File: src/rtl/nco_ldr_pkg.sv
package nco_ldr_pkg;
  typedef struct packed {
    logic shiftBit;
    logic latchWord;
    logic gateOffset;
  } ldrStrobes_t;
endpackage

File: src/rtl/nco_ldr_ctrl.sv
module nco_ldr_ctrl
  import nco_ldr_pkg::*;
(
  input  logic        serSync,
  input  logic        offsetEn,
  output ldrStrobes_t strobes
);
  // One serial bit arrives on every clock, so shifting never pauses.
  always_comb begin
    strobes.shiftBit   = 1'b1;
    strobes.latchWord  = serSync;
    strobes.gateOffset = offsetEn;
  end
endmodule

File: src/rtl/nco_ldr_dp.sv
module nco_ldr_dp
  import nco_ldr_pkg::*;
#(
  parameter int FREQ_W  = 32,
  parameter int PHASE_W = 10
) (
  input  logic               clk,
  input  logic               rstN,
  input  logic               serData,
  input  ldrStrobes_t        strobes,
  input  logic [FREQ_W-1:0]  centerFreq,
  input  logic [PHASE_W-1:0] phaseOffset,
  output logic [FREQ_W-1:0]  phaseInc,
  output logic [FREQ_W-1:0]  phaseAcc,
  output logic [PHASE_W-1:0] phaseOut
);
  localparam int TOP_LSB = FREQ_W - PHASE_W;

  logic [FREQ_W-1:0] shiftWord;
  logic [FREQ_W-1:0] nextShift;
  logic [FREQ_W-1:0] holdWord;
  logic [FREQ_W-1:0] offsetTerm;

  assign nextShift  = {shiftWord[FREQ_W-2:0], serData};
  assign offsetTerm = strobes.gateOffset ? holdWord : '0;

  always_ff @(posedge clk or negedge rstN) begin
    if (!rstN) shiftWord <= '0;
    else if (strobes.shiftBit) shiftWord <= nextShift;
  end

  always_ff @(posedge clk or negedge rstN) begin
    if (!rstN) holdWord <= '0;
    else if (strobes.latchWord) holdWord <= nextShift;
  end

  always_ff @(posedge clk or negedge rstN) begin
    if (!rstN) phaseInc <= '0;
    else phaseInc <= centerFreq + offsetTerm;
  end

  always_ff @(posedge clk or negedge rstN) begin
    if (!rstN) phaseAcc <= '0;
    else phaseAcc <= phaseAcc + phaseInc;
  end

  assign phaseOut = phaseAcc[FREQ_W-1:TOP_LSB] + phaseOffset;
endmodule

File: src/rtl/nco_offset_loader.sv
module nco_offset_loader
  import nco_ldr_pkg::*;
#(
  parameter int FREQ_W  = 32,
  parameter int PHASE_W = 10
) (
  input  logic               clk,
  input  logic               rstN,
  input  logic               serData,
  input  logic               serSync,
  input  logic               offsetEn,
  input  logic [FREQ_W-1:0]  centerFreq,
  input  logic [PHASE_W-1:0] phaseOffset,
  output logic [FREQ_W-1:0]  phaseInc,
  output logic [FREQ_W-1:0]  phaseAcc,
  output logic [PHASE_W-1:0] phaseOut
);
  ldrStrobes_t strobes;

  nco_ldr_ctrl u_ctrl (
    .serSync (serSync),
    .offsetEn(offsetEn),
    .strobes (strobes)
  );

  nco_ldr_dp #(.FREQ_W(FREQ_W), .PHASE_W(PHASE_W)) u_dp (
    .clk        (clk),
    .rstN       (rstN),
    .serData    (serData),
    .strobes    (strobes),
    .centerFreq (centerFreq),
    .phaseOffset(phaseOffset),
    .phaseInc   (phaseInc),
    .phaseAcc   (phaseAcc),
    .phaseOut   (phaseOut)
  );
endmodule

File: config.mk
export PLATFORM = sky130hd
export DESIGN_NAME = nco_offset_loader
export DESIGN_NICKNAME = d
export VERILOG_FILES = /design/src/rtl/nco_ldr_pkg.sv /design/src/rtl/nco_ldr_ctrl.sv /design/src/rtl/nco_ldr_dp.sv /design/src/rtl/nco_offset_loader.sv
export SDC_FILE = /design/constraint.sdc
export NUM_CORES = 1
export LEC_CHECK = 0
export BUFFER_PORTS_ARGS = -buffer_cell sky130_fd_sc_hd__buf_4
export CAP_MARGIN = 20
export CORE_MARGIN = 10
export CORE_UTILIZATION = 25
export CTS_CLUSTER_DIAMETER = 200
export DETAILED_ROUTE_END_ITERATION = 12
export SYNTH_ARGS = -nofsm -noshare
export SYNTH_HDL_FRONTEND = slang
export SYNTH_SLANG_ARGS = --single-unit
File: constraint.sdc
create_clock -name clk -period 5.84 [get_ports clk]
set_input_delay 0.584 -clock clk [delete_from_list [all_inputs] [get_ports clk]]
set_output_delay 0.584 -clock clk [all_outputs]
set_load 0.05 [all_outputs]
* After elaboration in Yosys (flattened, before gate mapping)
Cells that the tools add are included.
Word-level totals: output and inout port bits 74, word-level logic and storage cells 8, input port bits 47, register bits after elaboration 127
Cells by class: $add $sub $neg 3, mux-type cells 1
Operator list (count):
- 32-bit adder | 2
- 32-bit two-way mux | 1
- 10-bit adder | 1

* Logic depth before layout (Yosys ltp)
Gate-level depths: netlist of the first run.
depth in word-level cells 2, mapped depth 11, gate-level depth less buffers 10

* Cells and area by module
From an unflattened synthesis of the first run, not the netlist that was laid out.
Second synthesis, totals: cells, all modules 702, area total of the unflattened synthesis 7662.3 um^2
Modules (own cells, without submodules):
- nco_ldr_dp | sequential area each 3178.0 um^2, cells an instance 698, area an instance 7636.1 um^2, instances 1
- nco_ldr_ctrl | sequential area each 0.0 um^2, cells an instance 4, area an instance 26.3 um^2, instances 1

* Least setup slack after synthesis of the first run
No wires, ideal clock.
kind reg-to-output, start reg u_dp.phaseAcc[22], end out phaseOut[8], slack 2.549 ns, required time 5.256 ns, buffers on the path 0, cell stages (with the launch flop) 10, data arrival time 2.707 ns, cells stage by stage dfrtp_1 -> ha_1 -> fa_1 -> a21oi_1 -> nor2_1 -> nor2_1 -> o21bai_1 -> a21oi_1 -> o21ai_0 -> xor2_1
Between the ends: cells in the longest elaborated chain, start to end 1
Ends and longest elaborated chain:
- start: declaration | RTL line nco_ldr_dp.sv:14 | output logic [FREQ_W-1:0] phaseAcc,
- start signal: assignment | RTL line nco_ldr_dp.sv:44 | else phaseAcc <= phaseAcc + phaseInc;
- 10-bit adder | RTL line nco_ldr_dp.sv:47 | assign phaseOut = phaseAcc[FREQ_W-1:TOP_LSB] + phaseOffset;
- end: declaration | RTL line nco_offset_loader.sv:16 | output logic [PHASE_W-1:0] phaseOut
No other way between the ends.

* Worst setup path after layout of the first run
start reg u_dp.phaseAcc[23], end out phaseOut[9]
The elaborated chain is that of the path after synthesis.

==> qor.csv, run 1 <==
metric;value;unit
clock.fmax;291.4;MHz
synth.most_common_cell;dfrtp_1;
yosysSeqAreaShare;0.4244;
die_x;193.1;µm
cp_max_fo;4;
htree_levels;4;
postCtsHoldBufs;0;
wl_per_cell;15.50;µm
io_pins;121;
outcome;complete, no violations;
portBuffers;120;
ctsRootBufferMaster;clkbuf_16;
crit_arrival;2.85;ns
synth-edff-count;0;
numCtsBuffers;17;
synth-main-ff-cell;dfrtp_1;
dieArea;37280;µm²
diodes;0;
worst_pin_slew;0.8397;ns
synth_top_cell_area_share;0.4244;
slew_violations;0;
post_cts_resize_count;0;
drcViolationCount;0;
totalPowerFinal;5679;µW
drtAntennaViolNets;0;
cts_setup_buffers;0;
cts.sinks;127;
num_vias;5680;
postSynthAreaPerCell;10.29;µm²
worstSkewPairLatency;0.42;ns
power_density;600.2;nW/µm²
die_h;193.1;µm
p_leak;0.004343;µW
setup-tns-final;0;ns
clk_pin_slew_worst_paths;0.06;ns
met2_usage;0.1792;
synth_area_leaders;dfrtp_1 (42%), ha_1 (12%), mux2_2 (4.8%), xnor2_1 (4.4%), a21oi_1 (4.4%);
avgViaCountPerCell;4.562;
rsz0062_at_grt;false;
cp.required;5.26;ns
synth_cell_types;61;
grt_pass1_wl;30.71;mm
ys_ff_latch;127;
grt.busiest_layer;met2;
synth-warning-count;0;
grt_pass1_vias;5848;
hold_violations;0;
hold_class;in2async;
met3_usage;0.01853;
end_kind;output pin;
dpl.hpwl;15.47;mm
routabilityCongestion;0.8710;
syn_to_final_growth;26.35;%
synth_nets;849;
core;29560;µm²
holdWs;0.2133;ns
drive_gt1_frac;0.2269;
finalCritPeriodShare;0.5876;
period_needed;3.432;ns
floorplan.initialDensity;0.2533;
synth_commonest_cells;dfrtp_1 (127), ha_1 (71), a21oi_1 (66);
antenna_found_initial;0;
cts_tree;done;
reg2reg_depth;9;
final_nets;963;
drt-initial-drc-count;197;
routed_wl;19.30;mm
finClkSkew;0.01341;ns
cts_buffer_depth;2;
syn-cell-area;7488;µm²
crit_type;reg2out;
gr-total-overflow;0;
ys_async_sr_fraction;1.000;
slew_headroom;0.4402;
max-vdd-ir-drop;0.2092;mV
core.rowCount;63;
grt_max_degree;67;
start_kind;flop;
setup_viol;0;
firstDrtPassIters;6;
max_cap_violations;0;
synth_top_area_cell;dfrtp_1;
synthCells;728;
gr-usage-met1;0.1258;
grt_util_all_layers;0.1049;
placed cells by master, fill, tap and decap left out, types with 8 or more instances in the layout:
master | Yosys | layout
o21ai_0 | 24 | 24
dfrtp_1 | 127 | 127
buf_4 | 0 | 121
mux2_2 | 32 | 32
a21o_1 | 32 | 32
o211ai_1 | 8 | 8
clkbuf_16 | 0 | 17
nand3_1 | 11 | 11
xnor2_1 | 38 | 38
nand4_1 | 14 | 14
and2_1 | 31 | 31
o21bai_1 | 8 | 8
xor2_1 | 27 | 27
nor3_1 | 10 | 10
a21oi_1 | 66 | 66
inv_1 | 18 | 18
ha_1 | 71 | 71
o21ai_1 | 9 | 9
a31oi_1 | 9 | 9
o21a_1 | 10 | 10
nor2_1 | 46 | 46
nand2_1 | 43 | 43
critical path, cell delays in order (launching register included):
cell and delay (ns):
dfrtp_1 0.44, ha_1 0.29, a21o_1 0.17, a21oi_1 0.22, o21bai_1 0.11, a21oi_1 0.26, o21ai_1 0.17, or4_1 0.40
and3_1 0.18, buf_4 0.19
report_power, final:
| part | internal (µW) | total [µW] | switching, µW |
|---|---|---|---|
| clock network | 814 | 1190 | 381 |
| logic | 1140 | 3220 | 2070 |
| registers | 1110 | 1270 | 161 |
final timing paths:
| kind | slack, ns | from | to |
|---|---|---|---|
| worst max-delay path | 2.41 | u_dp.phaseAcc[23] | phaseOut[9] |
| worst min-delay path | 0.21 | rstN | u_dp.holdWord[0] |
| worst max register to register | 2.72 | u_dp.phaseInc[0] | u_dp.phaseAcc[30] |
| worst min register to register | 0.37 | u_dp.shiftWord[2] | u_dp.shiftWord[3] |
| max in group asynchronous | 4.30 | rstN | u_dp.phaseAcc[11] |
| min in group clk | 0.28 | serData | u_dp.shiftWord[0] |
registers in the layout, indices dropped and copies added (netlist names):
| name | count |
|---|---|
| u_dp.holdWord | 32 |
| u_dp.phaseAcc | 32 |
| u_dp.phaseInc | 32 |
| u_dp.shiftWord | 31 |
final cells by class:
| type | count | area, µm² |
|---|---|---|
| fillers | 3040 | 20100 |
| repair buffers | 121 | 908.4 |
| clock inverters | 9 | 177.7 |
| inverters | 18 | 67.56 |
| clock buffers | 23 | 498.0 |
| well taps | 390 | 488.0 |
| multi-input cells | 557 | 4144 |
| flip-flops and latches | 127 | 3178 |
kinds of logic after synthesis:
kind of cell / share of synthesized area
XOR/XNOR: 0.07602
multiplexers: 0.05079
adder cells (fa/ha/maj): 0.1267
AND/OR/NAND/NOR: 0.1258
flip-flops: 0.4244
buffers and inverters: 0.02222
AO/OA/AOI/OAI: 0.1741
layer usage:
layer	routed length, µm	part of all wire	up-vias
met3	551	0.029	31
met5	0	0	-
met1	8630	0.45	2671
met2	9601	0.50	98
met4	516	0.027	0
li1	-	-	2880
through the flow:
step | instance area [µm²] | instances | setup slack [ns] | util
global route | 9462 | 1245 | 2.185 | 0.3201
floorplan | 7488 | 728 | 2.549 | -
global placement | 8786 | 1213 | 2.461 | 0.2972
finish | 9462 | 1245 | 2.408 | 0.3201
CTS | 9462 | 1245 | 2.359 | 0.3201
detailed placement | 8786 | 1213 | 2.352 | 0.2972
No activity file was read; power rests on OpenSTA's default activity.
==> inputs of run 2 (changes only) <==
==> constraint.sdc (replaced) <==
create_clock -name clk -period 3.48 [get_ports clk]
set_input_delay 0.348 -clock clk [delete_from_list [all_inputs] [get_ports clk]]
set_output_delay 0.348 -clock clk [all_outputs]
set_load 0.05 [all_outputs]
==> qor.csv, run 2 (same netlist as run 1, synthesis figures left out) <==
metric;value;unit;change
outcome;complete, no violations;;
setup_ws;0.3037;ns;-2.105 ns
clock.fmax;314.8;MHz;
drive_gt1_frac;0.2296;;+0.002703
cts_tree;done;;
cp_max_fo;4;;unchanged
grt_util_all_layers;0.1039;;-0.001017
regArea;3178;µm²;unchanged
start_kind;flop;;
fill_cells;3013;;-0.89%
crit_type;reg2out;;
num_vias;5705;;+0.44%
final_cell_count_no_fill;1248;;+0.24%
finalCritPeriodShare;0.9127;;
setup_viol;0;;unchanged
ctsRootBufferMaster;clkbuf_16;;
htree_levels;4;;unchanged
final_cell_mix;dfrtp_1 (127), buf_4 (123), ha_1 (71), a21oi_1 (66), nor2_1 (46);;
drcViolationCount;0;;unchanged
die_h;193.1;µm;unchanged
place_ws;0.3463;ns;-2.005 ns
setup-tns-final;0;ns;unchanged
cts_buffer_depth;2;;unchanged
cp.required;3.13;ns;-2.13 ns
crit_arrival;2.83;ns;-0.02 ns
dpl.hpwl;15.67;mm;+1.3%
grt_pass1_wl;30.50;mm;-0.65%
core;29560;µm²;unchanged
core.rowCount;63;;unchanged
max_cap_violations;0;;unchanged
slew_headroom;0.4995;;+0.05928
antenna_found_initial;0;;unchanged
numCtsBuffers;17;;unchanged
end_kind;output pin;;
top_regs;u_dp.holdWord: 32 flops, u_dp.phaseAcc: 32 flops, u_dp.phaseInc: 32 flops;;
utilization;0.3201;;about the same
hold_violations;0;;unchanged
grt_max_degree;67;;unchanged
routed_wl;19.37;mm;+0.37%
portBuffers;120;;unchanged
gr-total-overflow;0;;unchanged
routabilityCongestion;0.8790;;+0.92%
p_leak;0.004349;µW;+0.14%
cts_setup_buffers;0;;unchanged
worstSkewPairLatency;0.41;ns;about the same
slew_violations;0;;unchanged
drtAntennaViolNets;0;;unchanged
hold_class;in2async;;
wl_per_cell;15.52;µm;+0.13%
syn_to_final_growth;26.37;%;about the same
floorplan.initialDensity;0.2533;;unchanged
finClkSkew;0.009532;ns;-0.003878 ns
die_x;193.1;µm;unchanged
io_pins;121;;unchanged
drt-initial-drc-count;228;;+16%
period_needed;3.176;ns;
final_nets;966;;+0.31%
worst_pin_slew;0.7507;ns;-0.08892 ns
post_cts_resize_count;0;;unchanged
reg2reg_from;u_dp.phaseInc[0];;
dieArea;37280;µm²;unchanged
dp_cells;1216;;+0.25%
grt_pass1_vias;5889;;+0.70%
holdWs;0.004106;ns;-0.2092 ns
rsz0062_at_grt;false;;
rrSetupSlack;0.52;ns;-2.20 ns
diodes;0;;unchanged
rr_endpoint;u_dp.phaseAcc[28];;
max-vdd-ir-drop;0.3309;mV;+58%
cts.sinks;127;;unchanged
avgViaCountPerCell;4.571;;+0.20%
multi_input_area;4144;µm²;unchanged
postCtsHoldBufs;0;;unchanged
final_common_cell;dfrtp_1;;
power_density;998.4;nW/µm²;+66%
firstDrtPassIters;7;;+1
clk_pin_slew_worst_paths;0.05;ns;about the same
reg2reg_depth;9;;unchanged
## run 2: changes by cell type in the layout (fill, tap and decap cells not counted)
| cell | change |
|---|---|
| buf_4 | +2 |
| buf_12 | +1 |
| clkbuf_8 | -1 |
| clkinv_2 | +2 |
| bufinv_16 | -1 |
## run 2: how the worst max path moves through the flow
stage	start	endpoint	slack [ns]	depth (start not counted)
floorplan	u_dp.phaseAcc[22]	phaseOut[8]	0.42	9
global placement	offsetEn	u_dp.phaseInc[30]	0.37	11
detailed placement	offsetEn	u_dp.phaseInc[30]	0.35	11
CTS	u_dp.phaseAcc[23]	phaseOut[9]	0.21	9
global route	u_dp.phaseAcc[23]	phaseOut[9]	0.05	9
finish	u_dp.phaseAcc[23]	phaseOut[9]	0.30	9
## run 2: layer usage
metal	GRT usage	up-vias	wire [µm]
met3	0.01924	31	572
met2	0.1797	116	9748
met1	0.1218	2685	8464
met5	0	-	0
li1	-	2873	-
met4	0.04941	0	585
## run 2: stage by stage
stage	power (µW)	cell area [µm²]
after CTS	9551	9463
after global routing	10070	9463
after global placement	7535	8821
final	9448	9463
after detailed placement	7587	8821
after floorplan	6106	7488
## run 2: cell type report
cell class,instances,share of cell area
sequential,127,0.3358
clock inverter,10,0.01666
tap,390,0.05157
timing repair buffer,124,0.09970
multi-input combinational,557,0.4379
inverter,18,0.007140
clock buffer,22,0.05117
## run 2: power by group
| group | internal (µW) | switching [µW] | total (µW) |
|---|---|---|---|
| Clock | 1270 | 625 | 1900 |
| Combinational | 1940 | 3470 | 5410 |
| Sequential | 1860 | 286 | 2140 |
## run 2: worst max-delay path, stage by stage, from the launching register on
cell and delay [ns]:
dfrtp_1 0.44, ha_1 0.30, a21o_1 0.18, a21oi_1 0.21
o21bai_1 0.11, a21oi_1 0.25, o21ai_1 0.17, or4_1 0.41
and3_1 0.17, buf_4 0.18
==> inputs of run 3 (changes only) <==
--- a/config.mk
+++ b/config.mk
@@ -7,10 +7,13 @@
 export LEC_CHECK = 0
 export BUFFER_PORTS_ARGS = -buffer_cell sky130_fd_sc_hd__buf_4
 export CAP_MARGIN = 20
+export CELL_PAD_IN_SITES_DETAIL_PLACEMENT = 0
+export CELL_PAD_IN_SITES_GLOBAL_PLACEMENT = 1
 export CORE_MARGIN = 10
-export CORE_UTILIZATION = 25
+export CORE_UTILIZATION = 34
 export CTS_CLUSTER_DIAMETER = 200
 export DETAILED_ROUTE_END_ITERATION = 12
+export PLACE_DENSITY_LB_ADDON = 0.1
 export SYNTH_ARGS = -nofsm -noshare
 export SYNTH_HDL_FRONTEND = slang
 export SYNTH_SLANG_ARGS = --single-unit
==> qor.csv, run 3 (same netlist as run 1, synthesis figures left out) <==
metric;value;unit;change
hold_violations;0;;unchanged
worstSkewPairLatency;0.41;ns;about the same
cp_max_fo;4;;unchanged
power_density;1018;nW/µm²;+2.0%
fill_cells;2140;;-29%
grt_util_all_layers;0.1385;;+0.03464
start_kind;flop;;
dieArea;28360;µm²;-24%
antenna_found_initial;0;;unchanged
regArea;3178;µm²;unchanged
avgViaCountPerCell;5.128;;+12%
grt_pass1_vias;5939;;+0.85%
portBuffers;120;;unchanged
clock.fmax;315.8;MHz;+0.32%
firstDrtPassIters;4;;-3
crit_arrival;2.82;ns;about the same
end_kind;output pin;;
htree_levels;4;;unchanged
slew_violations;0;;unchanged
final_common_cell;dfrtp_1;;
outcome;complete, no violations;;
placement.cell_area;8671;µm²;-1.7%
top_regs;u_dp.holdWord: 32 flops, u_dp.phaseAcc: 32 flops, u_dp.phaseInc: 32 flops;;
ctsRootBufferMaster;clkbuf_16;;
period_needed;3.166;ns;-0.01006 ns
post_cts_resize_count;0;;unchanged
max_cap_violations;0;;unchanged
reg2reg_from;u_dp.phaseInc[0];;
multi_input_area;4144;µm²;unchanged
cts_setup_buffers;0;;unchanged
reg2reg_depth;9;;unchanged
max-vdd-ir-drop;0.5895;mV;+78%
crit_type;reg2out;;
drtAntennaViolNets;0;;unchanged
clk_pin_slew_worst_paths;0.06;ns;about the same
wl_per_cell;17.42;µm;+12%
dp_cells;1106;;-9.0%
final_cell_count_no_fill;1138;;-8.8%
numCtsBuffers;17;;unchanged
cts_tree;done;;
rsz0062_at_grt;false;;
final_nets;966;;unchanged
floorplan.initialDensity;0.3442;;+0.09087
dpl.hpwl;15.80;mm;+0.84%
core;21760;µm²;-26%
grt_max_degree;65;;-3.0%
diodes;0;;unchanged
hold_class;in2async;;
drcViolationCount;0;;unchanged
core.rowCount;54;;-14%
cp.required;3.13;ns;about the same
io_pins;121;;unchanged
drt-initial-drc-count;236;;+3.5%
drive_gt1_frac;0.2284;;-0.001166
grt_pass1_wl;32.00;mm;+4.9%
cts_buffer_depth;2;;unchanged
worst_pin_slew;0.8672;ns;+0.1165 ns
num_vias;5836;;+2.3%
routed_wl;19.82;mm;+2.3%
die_x;168.4;µm;-13%
postCtsHoldBufs;0;;unchanged
final_cell_mix;dfrtp_1 (127), buf_4 (124), ha_1 (71), a21oi_1 (66), nor2_1 (46);;
finalCritPeriodShare;0.9098;;-0.002892
gr-total-overflow;0;;unchanged
setup-tns-final;0;ns;unchanged
finClkSkew;0.01534;ns;+0.005807 ns
die_h;168.4;µm;-13%
rr_endpoint;u_dp.phaseAcc[28];;
p_leak;0.004339;µW;-0.22%
cts.sinks;127;;unchanged
routabilityCongestion;0.8733;;-0.65%
syn_to_final_growth;24.41;%;
slew_headroom;0.4219;;-0.07765
final_cell_area;9316;µm²;-1.5%
setup_viol;0;;unchanged
rrSetupSlack;0.51;ns;about the same
-- run 3: changes by cell type in the layout (fill, tap and decap cells not counted) --
cell / previous run / this run
clkbuf_1: 1 / 2
buf_4: 123 / 124
buf_12: 1 / 0
clkinv_2: 3 / 1
inv_6: 0 / 1
clkinv_4: 0 / 3
bufinv_16: 4 / 5
clkbuf_8: 4 / 0
-- run 3: power by group --
group          total (µW)  switching (µW)  internal, µW
sequential           2140             288          1860
combinational        5400            3460          1940
clock                1940             668          1270
total                9490            4420          5070
-- run 3: worst max path at each step --
stage	to	start	slack, ns	depth (start not counted)
after global placement	u_dp.phaseInc[30]	offsetEn	0.35	11
final	phaseOut[9]	u_dp.phaseAcc[23]	0.31	9
after detailed placement	u_dp.phaseInc[30]	offsetEn	0.28	11
after CTS	phaseOut[9]	u_dp.phaseAcc[23]	0.32	9
after floorplan	phaseOut[8]	u_dp.phaseAcc[22]	0.42	9
after global routing	phaseOut[9]	u_dp.phaseAcc[23]	0.05	9
-- run 3: final cells by class --
cell class	instances	share of cell area
repair buffers	124	0.09992
flip-flops and latches	127	0.3411
well taps	280	0.03760
multi-input cells	557	0.4448
inverters	18	0.007252
clock buffers	19	0.04647
clock inverters	13	0.02283
-- run 3: metal layers --
| layer | track usage | up-vias | part of all wire |
|---|---|---|---|
| met5 | 0 | - | 0 |
| met3 | 0.03190 | 19 | 0.048 |
| li1 | - | 2876 | - |
| met1 | 0.1907 | 2809 | 0.49 |
| met2 | 0.2094 | 132 | 0.45 |
| met4 | 0.04542 | 0 | 0.012 |
-- run 3: per-stage QoR --
step / hold slack, ns / setup slack [ns] / total power, µW / utilization
after global routing: 0.03501 / 0.05321 / 10120 / 0.4282
final: 0.01263 / 0.3137 / 9487 / 0.4282
after global placement: 0.3530 / 0.3458 / 7548 / 0.3986
after CTS: 0.03536 / 0.3181 / 9576 / 0.4282
after detailed placement: 0.3554 / 0.2755 / 7591 / 0.3986
after floorplan: 0.05241 / 0.4245 / 6106 / -
-- run 3: worst max-delay path, stage by stage, from the launching register on --
cell and delay [ns]:
dfrtp_1 0.44, ha_1 0.29, a21o_1 0.17, a21oi_1 0.25, o21bai_1 0.10, a21oi_1 0.22
o21ai_1 0.17, or4_1 0.40, and3_1 0.18, buf_4 0.18
